### src/rtl/xdc_pkg.sv
package xdc_pkg;
  typedef enum logic [1:0] {
    ST_IDLE  = 2'd0,
    ST_ADDR  = 2'd1,
    ST_HOLD  = 2'd2,
    ST_PULSE = 2'd3
  } bus_st_e;
endpackage

### src/rtl/xdc_route.sv
// Decides on-chip vs external and forms the on-chip RAM address.
module xdc_route #(
  parameter int ADDR_W = 16,
  parameter int DATA_W = 8,
  parameter int SEL_W  = 2
) (
  input  logic                    wide,
  input  logic [ADDR_W-1:0]       addr,
  input  logic                    ext_only,
  input  logic [SEL_W-1:0]        size_sel,
  output logic                    on_chip,
  output logic [DATA_W+SEL_W-1:0] aux_addr
);
  localparam int AUX_AW = DATA_W + SEL_W;

  logic [ADDR_W-1:0] eff;
  logic              top_zero;
  logic              page_ok;

  // narrow mode can only reach the first page
  always_comb eff = wide ? addr : {{(ADDR_W-DATA_W){1'b0}}, addr[DATA_W-1:0]};

  generate
    if (ADDR_W > AUX_AW) begin : g_top
      assign top_zero = (eff[ADDR_W-1:AUX_AW] == '0);
    end else begin : g_full
      assign top_zero = 1'b1;
    end
  endgenerate

  assign page_ok  = (eff[AUX_AW-1:DATA_W] <= size_sel);
  assign on_chip  = !ext_only && top_zero && page_ok;
  assign aux_addr = eff[AUX_AW-1:0];
endmodule

### src/rtl/xdc_pulse_timer.sv
// Down-counter that times the strobe pulse.
module xdc_pulse_timer #(
  parameter int SHORT = 6,
  parameter int LONG  = 30
) (
  input  logic clk,
  input  logic rst_n,
  input  logic load,
  input  logic long_sel,
  input  logic run,
  output logic expired
);
  localparam int CW = $clog2(LONG + 1);

  logic [CW-1:0] cnt;

  always_ff @(posedge clk or negedge rst_n) begin
    if (!rst_n) begin
      cnt <= '0;
    end else if (load) begin
      cnt <= long_sel ? CW'(LONG - 1) : CW'(SHORT - 1);
    end else if (run && cnt != '0) begin
      cnt <= cnt - 1'b1;
    end
  end

  assign expired = (cnt == '0);
endmodule

### src/rtl/xdc_bus_seq.sv
// External bus cycle sequencer: address, hold, strobe pulse, completion.
module xdc_bus_seq #(
  parameter int ADDR_W = 16,
  parameter int DATA_W = 8
) (
  input  logic                     clk,
  input  logic                     rst_n,
  input  logic                     start,
  input  logic                     req_write,
  input  logic                     req_wide,
  input  logic [ADDR_W-1:0]        req_addr,
  input  logic [DATA_W-1:0]        req_wdata,
  input  logic                     req_stretch,
  input  logic [DATA_W-1:0]        lo_in,
  input  logic                     tmr_expired,
  output logic                     busy,
  output logic                     tmr_load,
  output logic                     tmr_long,
  output logic                     tmr_run,
  output logic                     latch,
  output logic                     wr_n,
  output logic                     rd_n,
  output logic [DATA_W-1:0]        lo_out,
  output logic                     lo_oe,
  output logic [ADDR_W-DATA_W-1:0] hi_out,
  output logic                     ext_done,
  output logic [DATA_W-1:0]        ext_rdata
);
  import xdc_pkg::*;

  bus_st_e           st;
  logic              wr_q;
  logic              str_q;
  logic [DATA_W-1:0] wd_q;

  always_ff @(posedge clk or negedge rst_n) begin
    if (!rst_n) begin
      st        <= ST_IDLE;
      wr_q      <= 1'b0;
      str_q     <= 1'b0;
      wd_q      <= '0;
      latch     <= 1'b0;
      wr_n      <= 1'b1;
      rd_n      <= 1'b1;
      lo_out    <= '1;
      lo_oe     <= 1'b0;
      hi_out    <= '1;
      ext_done  <= 1'b0;
      ext_rdata <= '0;
    end else begin
      ext_done <= 1'b0;
      unique case (st)
        ST_IDLE: begin
          if (start) begin
            st     <= ST_ADDR;
            latch  <= 1'b1;
            lo_out <= req_addr[DATA_W-1:0];
            lo_oe  <= 1'b1;
            if (req_wide) hi_out <= req_addr[ADDR_W-1:DATA_W];
            wr_q   <= req_write;
            wd_q   <= req_wdata;
            str_q  <= req_stretch;
          end
        end
        ST_ADDR: begin
          latch <= 1'b0;
          st    <= ST_HOLD;
        end
        ST_HOLD: begin
          st <= ST_PULSE;
          if (wr_q) begin
            wr_n   <= 1'b0;
            lo_out <= wd_q;
          end else begin
            rd_n  <= 1'b0;
            lo_oe <= 1'b0;
          end
        end
        ST_PULSE: begin
          if (tmr_expired) begin
            wr_n     <= 1'b1;
            rd_n     <= 1'b1;
            lo_oe    <= 1'b0;
            ext_done <= 1'b1;
            if (!wr_q) ext_rdata <= lo_in;
            st       <= ST_IDLE;
          end
        end
        default: st <= ST_IDLE;
      endcase
    end
  end

  assign busy     = (st != ST_IDLE);
  assign tmr_load = (st == ST_HOLD);
  assign tmr_long = str_q;
  assign tmr_run  = (st == ST_PULSE);
endmodule

### src/rtl/xdata_ctrl.sv
// Routes CPU external-data byte accesses to on-chip RAM or the external bus.
module xdata_ctrl #(
  parameter int ADDR_W      = 16,
  parameter int DATA_W      = 8,
  parameter int SEL_W       = 2,
  parameter int PULSE_SHORT = 6,
  parameter int PULSE_LONG  = 30,
  localparam int AUX_AW     = DATA_W + SEL_W,
  localparam int HI_W       = ADDR_W - DATA_W
) (
  input  logic              clk,
  input  logic              rst_n,
  input  logic              cfg_ext_only,
  input  logic [SEL_W-1:0]  cfg_size,
  input  logic              cfg_stretch,
  input  logic              req_valid,
  output logic              req_ready,
  input  logic              req_write,
  input  logic              req_wide,
  input  logic [ADDR_W-1:0] req_addr,
  input  logic [DATA_W-1:0] req_wdata,
  output logic              done,
  output logic [DATA_W-1:0] rsp_rdata,
  output logic              aux_en,
  output logic              aux_we,
  output logic [AUX_AW-1:0] aux_addr,
  output logic [DATA_W-1:0] aux_wdata,
  input  logic [DATA_W-1:0] aux_rdata,
  output logic [DATA_W-1:0] lo_out,
  output logic              lo_oe,
  input  logic [DATA_W-1:0] lo_in,
  output logic [HI_W-1:0]   hi_out,
  output logic              addr_latch,
  output logic              bus_wr_n,
  output logic              bus_rd_n
);
  logic              on_chip;
  logic              accept;
  logic              start_ext;
  logic              busy;
  logic              int_done_q;
  logic              ext_done;
  logic [DATA_W-1:0] ext_rdata;
  logic              tmr_load;
  logic              tmr_long;
  logic              tmr_run;
  logic              tmr_expired;

  xdc_route #(.ADDR_W(ADDR_W), .DATA_W(DATA_W), .SEL_W(SEL_W)) u_route (
    .wide     (req_wide),
    .addr     (req_addr),
    .ext_only (cfg_ext_only),
    .size_sel (cfg_size),
    .on_chip  (on_chip),
    .aux_addr (aux_addr)
  );

  assign req_ready = !busy;
  assign accept    = req_valid && req_ready;
  assign start_ext = accept && !on_chip;
  assign aux_en    = accept && on_chip;
  assign aux_we    = req_write;
  assign aux_wdata = req_wdata;

  always_ff @(posedge clk or negedge rst_n) begin
    if (!rst_n) int_done_q <= 1'b0;
    else        int_done_q <= accept && on_chip;
  end

  xdc_bus_seq #(.ADDR_W(ADDR_W), .DATA_W(DATA_W)) u_seq (
    .clk         (clk),
    .rst_n       (rst_n),
    .start       (start_ext),
    .req_write   (req_write),
    .req_wide    (req_wide),
    .req_addr    (req_addr),
    .req_wdata   (req_wdata),
    .req_stretch (cfg_stretch),
    .lo_in       (lo_in),
    .tmr_expired (tmr_expired),
    .busy        (busy),
    .tmr_load    (tmr_load),
    .tmr_long    (tmr_long),
    .tmr_run     (tmr_run),
    .latch       (addr_latch),
    .wr_n        (bus_wr_n),
    .rd_n        (bus_rd_n),
    .lo_out      (lo_out),
    .lo_oe       (lo_oe),
    .hi_out      (hi_out),
    .ext_done    (ext_done),
    .ext_rdata   (ext_rdata)
  );

  xdc_pulse_timer #(.SHORT(PULSE_SHORT), .LONG(PULSE_LONG)) u_tmr (
    .clk     (clk),
    .rst_n   (rst_n),
    .load    (tmr_load),
    .long_sel(tmr_long),
    .run     (tmr_run),
    .expired (tmr_expired)
  );

  // completions of the two kinds never fall in the same cycle
  assign done      = int_done_q | ext_done;
  assign rsp_rdata = int_done_q ? aux_rdata : ext_rdata;
endmodule

### config.mk
export PLATFORM = sky130hd
export DESIGN_NAME = xdata_ctrl
export DESIGN_NICKNAME = d
export VERILOG_FILES = /design/src/rtl/xdc_pkg.sv /design/src/rtl/xdc_route.sv /design/src/rtl/xdc_pulse_timer.sv /design/src/rtl/xdc_bus_seq.sv /design/src/rtl/xdata_ctrl.sv
export SDC_FILE = /design/constraint.sdc
export NUM_CORES = 1
export LEC_CHECK = 0
export ABC_AREA = 1
export CORE_AREA = 5 5 81 83
export CTS_CLUSTER_SIZE = 10
export DETAILED_ROUTE_END_ITERATION = 7
export DIE_AREA = 0 0 86 88
export PLACE_DENSITY_LB_ADDON = 0.05
export REMOVE_ABC_BUFFERS = 1
export SETUP_SLACK_MARGIN = 0.4
export SYNTH_ARGS = -nofsm -noshare
export SYNTH_HDL_FRONTEND = slang
export SYNTH_SLANG_ARGS = --single-unit
### constraint.sdc
create_clock -name clk -period 2.6 [get_ports clk]
set_input_delay 0.39 -clock clk [delete_from_list [all_inputs] [get_ports clk]]
set_output_delay 0.39 -clock clk [all_outputs]
set_load 0.005 [all_outputs]
Yosys cells after proc, flatten, opt, wreduce, memory -nomap -nowiden
Index checks and enable logic that the tools add are counted.
Word-level totals
  bits in registers: 47
  word-level logic and storage cells: 75
Operators by class
  add/sub/neg operators: 1
  $lt $le $gt $ge: 1
  equality and inequality tests: 7
  mux-type cells: 22
  bitwise gates (word level): 2
  reduce and logical (&&, ||, !) cells: 28
Operators with widths (number)
  $mux W8: 3
  $mux W16: 1
  $pmux W8 S2: 1
  $mux W5: 3
  $reduce_and A3 Y1: 5
  $reduce_bool A2 Y1: 5
  $pmux W2 S4: 1
  $mux W1: 7
  $logic_and A1 B1 Y1: 6
  $logic_not A6 Y1: 1
  $ne A2 B2 Y1 const B: 3
  $pmux W1 S2: 3
  $reduce_and A2 Y1: 3
  $logic_not A5 Y1: 1
  $reduce_bool A5 Y1: 1
  $sub A5 B1 Y5 const B: 1
  $eq A2 B2 Y1 const B: 2
  $mux W2: 2
  $reduce_and A4 Y1: 1
  $logic_not A1 Y1: 3
  $pmux W1 S3: 1
  $reduce_bool A3 Y1: 1
  $eq A2 B1 Y1 const B: 1
  $le A2 B2 Y1: 1
  other kinds (4): 4

Longest topological paths before layout
Gate-level depths: netlist of the first run.
  word-level depth: 8
  gate-level depth with buffers: 13
  depth with buffers taken out: 12

Hierarchy
A second synthesis of the first run with hierarchy kept.
Second synthesis, totals
  cell total of the unflattened synthesis: 341
  area, all modules: 2605.0 sq um
By module, submodules not included
  xdc_bus_seq: times used 1, cells each 231, area an instance 1928.1 sq um, sequential area each 1048.5 sq um
  xdc_pulse_timer: times used 1, cells each 40, area an instance 296.5 sq um, sequential area each 125.1 sq um
  xdata_ctrl: times used 1, cells each 42, area an instance 222.7 sq um, sequential area each 25.0 sq um
  xdc_route: times used 1, cells each 28, area an instance 157.7 sq um, sequential area each 0.0 sq um

Least setup slack after synthesis of the first run
Ideal clock, no wire load.
  kind: input to output
  start: in req_wide
  end: out aux_en
  arrival: 1.423 ns
  setup slack: 0.787 ns
  stages: 9
  buffers on the path: 1
  cells stage by stage: nand2_1 > inv_1 > ha_1 > nand2_1 > nand2_1 > a21oi_2 > nand2_2 > clkbuf_1 > nor2_1
RTL lines
  start: declaration: RTL line xdata_ctrl.sv:19  | input logic req_wide,
  $mux W16: RTL line xdc_route.sv:21  | always_comb eff = wide ? addr : {{(ADDR_W-DATA_W){1'b0}}, addr[DATA_W-1:0]};
  net aux_addr[9]: RTL line xdata_ctrl.sv:26  | output logic [AUX_AW-1:0] aux_addr,
  $le A2 B2 Y1: RTL line xdc_route.sv:31  | assign page_ok = (eff[AUX_AW-1:DATA_W] <= size_sel);
  $logic_and A1 B1 Y1: RTL line xdc_route.sv:32  | assign on_chip = !ext_only && top_zero && page_ok;
  $logic_and A1 B1 Y1: RTL line xdata_ctrl.sv:61  | assign aux_en = accept && on_chip;
  end: declaration: RTL line xdata_ctrl.sv:24  | output logic aux_en,
The timed path passes the listed nets, and every way through them passes these cells.

Worst setup path in the final report of the first run
  start: in req_addr[8]
  end: out aux_en
On the way
  longest elaborated chain between the ends: 4
RTL lines
  start: declaration: RTL line xdata_ctrl.sv:20  | input logic [ADDR_W-1:0] req_addr,
  $mux W16: RTL line xdc_route.sv:21
  $le A2 B2 Y1: RTL line xdc_route.sv:31
  $logic_and A1 B1 Y1: RTL line xdc_route.sv:32
  $logic_and A1 B1 Y1: RTL line xdata_ctrl.sv:61
No other way between the ends.

==> results of run 1 <==
==> where the power goes <==
part	leakage [nW]	internal [mW]	total (mW)	switching, mW
Clock	0.0422	0.189	0.425	0.236
Combinational	1.09	0.945	1.78	0.837
Sequential	0.541	1.18	1.38	0.200
Total	1.68	2.31	3.58	1.27
==> cell type report <==
| cell class | count | share of cell area [%] |
|---|---|---|
| inverter | 19 | 1.99 |
| sequential | 47 | 33.4 |
| clock inverter | 1 | 0.140 |
| clock buffer | 7 | 2.13 |
| multi-input combinational | 184 | 30.3 |
| timing repair buffer | 106 | 29.3 |
| tap | 75 | 2.62 |
==> registers in the layout, indices dropped and copies added (netlist names) <==
signal and count:
int_done_q 1, u_seq.ext_done 1, u_seq.ext_rdata 8, u_seq.hi_out 8
u_seq.latch 1, u_seq.lo_oe 1, u_seq.lo_out 8, u_seq.rd_n 1
u_seq.st 2, u_seq.tmr_long 1, u_seq.wd_q 8, u_seq.wr_n 1
u_seq.wr_q 1, u_tmr.cnt 5
==> per-stage QoR <==
| stage | std cells | cell area [sq um] | setup TNS [ps] | worst slack, ps |
|---|---|---|---|---|
| 6_report | 439 | 3580 | 0 | 488 |
| 5_1_grt | 439 | 3580 | 0 | 361 |
| 4_1_cts | 438 | 3540 | 0 | 408 |
| 3_5_place_dp | 430 | 3460 | -58.6 | -58.6 |
| 3_3_place_gp | 430 | 3460 | -34.6 | -34.6 |
| 2_1_floorplan | 250 | 2330 | 0 | 860 |
==> metal layers <==
metal | up-vias | GRT usage [%]
met5 | - | 0
met4 | 0 | 3.88
met3 | 5 | 5.27
met2 | 63 | 25.3
met1 | 902 | 20.2
li1 | 1042 | -
==> worst max-delay path by stage <==
stage	endpoint	startpoint	slack, ps
2_1_floorplan	u_seq.lo_out[0]$_DFFE_PN1P_	req_wide	860
3_3_place_gp	aux_en	req_wide	-30
3_5_place_dp	aux_en	req_wide	-60
4_1_cts	aux_en	req_addr[9]	410
5_1_grt	aux_en	req_addr[8]	360
6_report	aux_en	req_addr[8]	490
==> cells by family after synthesis <==
group                      after synthesis
xor gates and xnor gates                 2
AOI/OAI and AO/OA                       30
DFF                                     47
muxes                                   16
and+or+nand+nor                        126
adders and majority gates               10
buffers and inverters                   44
==> cell usage after synthesis, drive strengths merged (6+ instances only) <==
master | instances | area share [%]
dfrtp | 29 | 29
inv | 19 | 2.8
nand2 | 94 | 15
o21ai | 21 | 4.2
mux2 | 8 | 4.8
mux2i | 8 | 3.2
ha | 10 | 5.0
dfstp | 18 | 19
nor2 | 13 | 2.4
buf | 23 | 6.9
nand3 | 15 | 3.2
a21oi | 6 | 1.3
==> worst reg2reg max path: stages (launching register included) <==
cell	delay, ps
dfrtp_1	440
inv_1	120
ha_1	280
nand2_1	150
inv_2	220
nand2_4	150
nor2_2	290
nand2_1	100
nand2_1	80
==> what timing repair did <==
action / in CTS / in global routing
gates resized for setup: 6 / 7
endpoints found under the setup margin: 1 / 17
buffers inserted: 0 / 1
pin swaps: 0 / 4
==> impl_metrics.json, run 1 <==
{
  "die_h_um": 88,
  "status": "completed",
  "grt_antenna_before_repair": 0,
  "yosysSeqAreaShare_pct": 47.8,
  "crit_cells": 8,
  "diodes": 0,
  "synth_compound_area_share_pct": 6.43,
  "drc": 0,
  "portBuffers": 98,
  "grt_pass1_wl_um": 9340,
  "wl_per_cell_um": 13.1,
  "holdWs_ps": 70.8,
  "cpPeakStageDelay_ps": 480,
  "crit_type": "input pin to output pin",
  "ys_seq_elements": 47,
  "endpoint_kind": "output pin",
  "synth_fa_ha_area_share_pct": 4.99,
  "synth_top_family_by_area": "simple AND/OR/NAND/NOR gates",
  "max-cap-violations": 0,
  "nFillCells": 526,
  "cts_made_buffers": 5,
  "skew_ps": 7.03,
  "gr-total-overflow": 0,
  "cp_cell_sequence": "clkdlybuf4s50_1 > nand2_1 > ha_1 > nand2_1 > a21oi_2 > nand2_2 > nor2_4 > buf_6",
  "synth_edf_count": 0,
  "viasPerCell": 4.58,
  "clk_pin_slew_ps": 80,
  "regArea_sq_um": 1200,
  "rows": 28,
  "dp_hpwl_um": 4310,
  "grt_max_degree": 26,
  "routed.top_layer": "met4",
  "core_area_sq_um": 5780,
  "hold_viol": 0,
  "avgSynthCellArea_sq_um": 9.12,
  "ys.flop_type": "dfrtp_1",
  "finalNetCount": 422,
  "cts_tree": "built",
  "cp_max_fo": 2,
  "start_util_pct": 43.4,
  "drive_above_1_share_pct": 16.8,
  "worst_pin_slew_ps": 537,
  "worst-path-buf-inv": 2,
  "syn_inst": 275,
  "crit_top_cell": "nand2_1",
  "io_pins": 99,
  "num_vias": 2012,
  "cp.arrival_ps": 1720,
  "drtAntennaViolNets": 0,
  "power_leakage_nw": 1.68,
  "route.met3.wl_um": 446,
  "grt_usage_pct": 15.6,
  "r2r-start": "u_seq.st[0]$_DFFE_PN0P_",
  "worstReg2RegEnd": "u_seq.hi_out[7]$_DFFE_PN1P_",
  "critical_path_required_ps": 2210,
  "clockBufferDepth": 2,
  "wl_met2_um": 2650,
  "reg2reg_depth": 8,
  "synth-simple-area-share_pct": 22.1,
  "max_freq_mhz": 473,
  "ys_warn_count": 0,
  "muxShareOfSynthArea_pct": 7.98,
  "fin_crit_ps": 2110,
  "slew_headroom_pct": 64.2,
  "hold_path_class": "input pin to async pin",
  "final_common_cell": "clkdlybuf4s50_1",
  "critPathLaunchType": "input pin",
  "slew_violations": 0,
  "power_density_nw_per_um2": 1000,
  "grt_pass1_vias": 2005,
  "final_cell_mix": "94 x clkdlybuf4s50_1, 88 x nand2_1, 29 x dfrtp_1",
  "area_growth_pct": 42.8,
  "die-area_sq_um": 7570,
  "setup_violations": 0,
  "cp_slowest_cell": "clkdlybuf4s50_1",
  "power_mw": 3.58,
  "reg2reg_slack_ps": 700,
  "cpLargestDelayFamily": "buffers and inverters",
  "clock-sinks": 47,
  "final_util_pct": 62.0,
  "multi_input_area_sq_um": 1090,
  "cts_root_buf": "clkbuf_8",
  "synth_cell_type_count": 31,
  "synth_xor_area_share_pct": 0.698,
  "routed_wl_um": 5730,
  "die_x_um": 86,
  "cts-htree-levels": 2,
  "syn_area_sq_um": 2510,
  "drt_iter0_drc": 58,
  "insertion_delay_ps": 300,
  "cts_hold_buffers": 0,
  "place_congestion": 0.805,
  "rsz0062_at_grt": "yes",
  "wl_met1_um": 2580,
  "vdd_ir_drop_max_mv": 0.463,
  "firstDrtPassIters": 5,
  "fin_crit_sh_pct": 81.2,
  "async_reset_ff_share_pct": 100
}
(Power assumes the default switching activity.)
==> inputs of run 2 (changes only) <==
--- a/config.mk
+++ b/config.mk
@@ -6,10 +6,10 @@
 export NUM_CORES = 1
 export LEC_CHECK = 0
 export ABC_AREA = 1
-export CORE_AREA = 5 5 81 83
+export CORE_AREA = 5 5 87 89
 export CTS_CLUSTER_SIZE = 10
 export DETAILED_ROUTE_END_ITERATION = 7
-export DIE_AREA = 0 0 86 88
+export DIE_AREA = 0 0 92 94
 export PLACE_DENSITY_LB_ADDON = 0.05
 export REMOVE_ABC_BUFFERS = 1
 export SETUP_SLACK_MARGIN = 0.4
==> constraint.sdc (replaced) <==
create_clock -name clk -period 1.9 [get_ports clk]
set_input_delay 0.285 -clock clk [delete_from_list [all_inputs] [get_ports clk]]
set_output_delay 0.285 -clock clk [all_outputs]
set_load 0.005 [all_outputs]
==> run 2 against run 1 <==
Clock power is 100% higher. Sequential cell count unchanged. Combinational power is 67% higher. Die area is 14% higher. Final cell count increased by 7.7%. Total power is 60% higher. Sequential power up 36%. Largest cell class is now multi-input combinational cells. Register-to-register slack got worse by 270 ps.
==> impl_metrics.json, run 2 (synthesized netlist as in run 1, its figures left out) <==
{
  "firstDrtPassIters": 4,
  "final_cell_mix": "74 x nand2_1, 39 x clkdlybuf4s50_1, 35 x dlygate4sd2_1",
  "grt_max_degree": 48,
  "reg2reg_depth": 10,
  "numPlacedInstances": 446,
  "endpoint_kind": "output pin",
  "drc": 0,
  "gr-total-overflow": 0,
  "setup_violations": 0,
  "final_cell_area_sq_um": 4000,
  "dp_hpwl_um": 4510,
  "area_growth_pct": 59.3,
  "clock-sinks": 47,
  "cts_tree": "built",
  "grt_antenna_before_repair": 0,
  "cts-htree-levels": 2,
  "portBuffers": 98,
  "num_vias": 2201,
  "hold_path_class": "input pin to flip-flop",
  "power_density_nw_per_um2": 1430,
  "wl_per_cell_um": 14.3,
  "slew_violations": 0,
  "fin_crit_sh_pct": 82.1,
  "die_h_um": 94,
  "drive_above_1_share_pct": 35.4,
  "grt_pass1_wl_um": 11000,
  "critical_path_required_ps": 1620,
  "diodes": 0,
  "start_util_pct": 37.5,
  "max_freq_mhz": 641,
  "max-cap-violations": 0,
  "clk_pin_slew_ps": 80,
  "drt_iter0_drc": 71,
  "insertion_delay_ps": 300,
  "io_pins": 99,
  "drtAntennaViolNets": 0,
  "critPathLaunchType": "input pin",
  "nFillCells": 629,
  "routed_wl_um": 6760,
  "status": "completed",
  "slew_headroom_pct": 78.7,
  "placed_area_sq_um": 3550,
  "cp_max_fo": 3,
  "hold_viol": 0,
  "fin_crit_ps": 1560,
  "clockBufferDepth": 2,
  "cts_root_buf": "clkbuf_8",
  "grt_pass1_vias": 2314,
  "worst_pin_slew_ps": 320,
  "grt_usage_pct": 15.8,
  "crit_type": "input pin to output pin",
  "vdd_ir_drop_max_mv": 0.741,
  "rows": 30,
  "final_common_cell": "nand2_1",
  "place_congestion": 0.756,
  "holdPathStages": 3,
  "rsz0062_at_grt": "yes",
  "final_cell_count_no_fill": 473,
  "core_area_sq_um": 6680,
  "power_leakage_nw": 2.01,
  "die-area_sq_um": 8650,
  "viasPerCell": 4.65,
  "finalNetCount": 451,
  "die_x_um": 92,
  "cts_made_buffers": 5,
  "skew_ps": 5.94,
  "cp.arrival_ps": 1280
}
==> run 2: routing by layer <==
metal	wire, um	part of all wire (%)	global-route usage, %	vias up
met5	0	0	0	-
met1	2880	43	19.7	1011
met2	3310	49	26.6	75
met4	88	1.3	4.83	0
li1	-	-	-	1107
met3	486	7.2	4.33	8
==> run 2: timing repair <==
action / in CTS / in global routing
hold buffers: 1 / 0
gates resized for setup: 120 / 56
buffers inserted: 10 / 6
cloned: 2 / 0
setup endpoints to repair: 87 / 56
pin swaps: 20 / 22
endpoints found under the hold margin: 29 / 0
==> run 2: worst paths after layout <==
| check | start | end | slack (ps) |
|---|---|---|---|
| setup / recovery | req_wide | aux_en | 340 |
| hold / removal | req_addr[9] | u_seq.hi_out[1]$_DFFE_PN1P_ | 180 |
| setup reg to reg | u_seq.st[0]$_DFFE_PN0P_ | u_seq.lo_out[6]$_DFFE_PN1P_ | 430 |
| hold reg to reg | u_seq.hi_out[5]$_DFFE_PN1P_ | u_seq.hi_out[5]$_DFFE_PN1P_ | 460 |
| max in group asynchronous | rst_n | u_seq.lo_out[3]$_DFFE_PN1P_ | 1120 |
| min in group asynchronous | rst_n | u_tmr.cnt[1]$_DFFE_PN0P_ | 500 |
==> run 2: report_power, final <==
part	total [mW]	internal [mW]	leakage (nW)	switching [mW]
Combinational	2.98	1.51	1.41	1.48
Sequential	1.88	1.61	0.539	0.269
Clock	0.858	0.526	0.0654	0.332
==> run 2: area by class of cell <==
| class | count | area, sq um | area share, % |
|---|---|---|---|
| repair buffers | 134 | 1220 | 30.7 |
| well taps | 80 | 100 | 2.51 |
| inverters | 19 | 76.3 | 1.91 |
| multi-input cells | 185 | 1260 | 31.6 |
| flip-flops and latches | 47 | 1200 | 30.0 |
| clock inverters | 2 | 60.1 | 1.50 |
| clock buffers | 6 | 72.6 | 1.82 |
==> run 2: metrics by stage <==
stage	hold WS [ps]	total power, mW	setup TNS, ps	utilization [%]	setup slack [ps]
after floorplan	-10.6	3.17	0	-	260
after CTS	193	5.35	0	56.6	242
after global routing	172	6.24	0	59.8	283
after detailed placement	290	4.47	-8670	53.2	-631
after global placement	291	4.43	-8020	53.2	-596
final	182	5.72	0	59.8	340
==> run 2: critical path: stages <==
cell	delay, ps
buf_6	100
nand2_2	60
inv_2	50
ha_4	210
nand2_1	60
nand2_1	50
a21oi_2	130
nand2_2	100
nor2_4	110
buf_2	120
==> inputs of run 3 (changes only) <==
==> constraint.sdc (replaced) <==
create_clock -name clk -period 1.34 [get_ports clk]
set_input_delay 0.201 -clock clk [delete_from_list [all_inputs] [get_ports clk]]
set_output_delay 0.201 -clock clk [all_outputs]
set_load 0.005 [all_outputs]
==> run 3 against run 2 <==
The run now ends with negative setup slack left. Clock skew down 1.9 ps. Critical path depth unchanged. Clock-buffer cell count up 1. Sequential power up 46%. Final cell count up 8.7%. Via count up 7.9%. First-iteration DRC count down 32%. Register-to-register slack worse by 540 ps. Largest power group unchanged. Highest routed layer unchanged.
==> impl_metrics.json, run 3 (synthesized netlist as in run 1, its figures left out) <==
{
  "worst_pin_slew_ps": 269,
  "holdPathStages": 3,
  "critical_path_required_ps": 1530,
  "wl_per_cell_um": 13.9,
  "failed_checks": "negative setup slack",
  "final_cell_count_no_fill": 514,
  "cp_max_fo": 5,
  "power_density_nw_per_um2": 2020,
  "portBuffers": 98,
  "worstHoldStart": "req_addr[9]",
  "drt_iter0_drc": 48,
  "insertion_delay_ps": 300,
  "final_util_pct": 66.4,
  "grt_pass1_vias": 2531,
  "worstReg2RegEnd": "u_seq.wd_q[4]$_DFFE_PN0P_",
  "power_mw": 8.95,
  "start_util_pct": 37.5,
  "max_freq_mhz": 688,
  "drive_above_1_share_pct": 58.3,
  "power_leakage_nw": 2.19,
  "diodes": 0,
  "cts_tree": "built",
  "core_area_sq_um": 6680,
  "num_vias": 2375,
  "endpoint_kind": "flip-flop",
  "cts_made_buffers": 5,
  "grt_max_degree": 48,
  "grt_usage_pct": 17.4,
  "r2r-start": "u_seq.st[0]$_DFFE_PN0P_",
  "drc": 0,
  "viasPerCell": 4.62,
  "die_x_um": 92,
  "fin_crit_sh_pct": 108,
  "cp.arrival_ps": 1650,
  "setup_violations": 49,
  "status": "finished with violations",
  "clk_pin_slew_ps": 80,
  "finalWorstSetupSlack_ps": -113,
  "startpoint": "u_seq.st[0]$_DFFE_PN0P_",
  "rsz0062_at_grt": "yes",
  "critPathLaunchType": "flip-flop",
  "setup_tns_ps": -2960,
  "rows": 30,
  "finalNetCount": 492,
  "cts_root_buf": "clkbuf_8",
  "dpl_worst_slack_ps": -1030,
  "fin_crit_ps": 1450,
  "final_cell_area_sq_um": 4440,
  "numPlacedInstances": 478,
  "firstDrtPassIters": 5,
  "grt_pass1_wl_um": 12100,
  "placed_area_sq_um": 3790,
  "dp_hpwl_um": 4780,
  "drtAntennaViolNets": 0,
  "reg2reg_depth": 10,
  "reg2reg_slack_ps": -110,
  "holdWs_ps": 88.3,
  "max-cap-violations": 0,
  "die-area_sq_um": 8650,
  "hold_viol": 0,
  "io_pins": 99,
  "final_cell_mix": "53 x buf_4, 48 x nand2_1, 40 x buf_6",
  "clockBufferDepth": 2,
  "routed_wl_um": 7160,
  "slew_headroom_pct": 82.0,
  "gr-total-overflow": 0,
  "cts-htree-levels": 2,
  "final_common_cell": "buf_4",
  "skew_ps": 4.06,
  "place_congestion": 0.727,
  "crit_type": "flip-flop to flip-flop",
  "hold_end": "u_seq.hi_out[1]$_DFFE_PN1P_",
  "die_h_um": 94,
  "vdd_ir_drop_max_mv": 0.821,
  "hold_path_class": "input pin to flip-flop",
  "grt_antenna_before_repair": 0,
  "clock-sinks": 47,
  "slew_violations": 0,
  "area_growth_pct": 77.0
}
run 3: worst max-delay path by stage:
stage                                              to  slack, ps  cells past startpoint
after detailed placement                       aux_en      -1030                     10
after global placement                         aux_en      -1000                     10
after floorplan           u_seq.lo_out[0]$_DFFE_PN1P_       -300                      8
after global routing           u_seq.rd_n$_DFFE_PN1P_       -190                      8
final                       u_seq.wd_q[4]$_DFFE_PN0P_       -110                     10
after CTS                                      aux_en       -100                     10
run 3: timing repair:
action	in CTS	in global routing
resized for setup	356	32
endpoints found under the hold margin	29	0
endpoints found under the setup margin	97	79
gates cloned	1	0
pin swaps	34	17
buffers inserted	20	6
hold buffers	1	0
run 3: cell type report:
type / count / area (sq um)
clock buffer: 7 / 86.3
clock inverter: 1 / 5.00
fill: 570 / 2240
inverter: 19 / 83.8
multi-input combinational: 185 / 1440
sequential: 47 / 1200
tap: 80 / 100
timing repair buffer: 175 / 1530
run 3: per-layer routing:
metal | up-vias | routed length [um] | global-route usage (%)
li1 | 1190 | - | -
met1 | 1111 | 2910 | 20.7
met2 | 69 | 3670 | 30.6
met3 | 5 | 512 | 5.69
met4 | 0 | 63 | 3.96
met5 | - | 0 | 0
run 3: report_power, final:
group          switching (mW)  leakage, nW  total, mW  internal [mW]
logic                    2.46         1.60       5.32           2.86
registers               0.452        0.541       2.74           2.29
clock network           0.476       0.0482      0.893          0.417
total                    3.39         2.19       8.95           5.56
run 3: critical path: stages (launching register included):
cell     delay [ps]
dfrtp_1         410
inv_2            90
ha_4            160
nand2_4          60
buf_6           120
inv_6            60
nand2_8          70
buf_4           150
buf_6           130
nand2_2          50
nand2_1          50
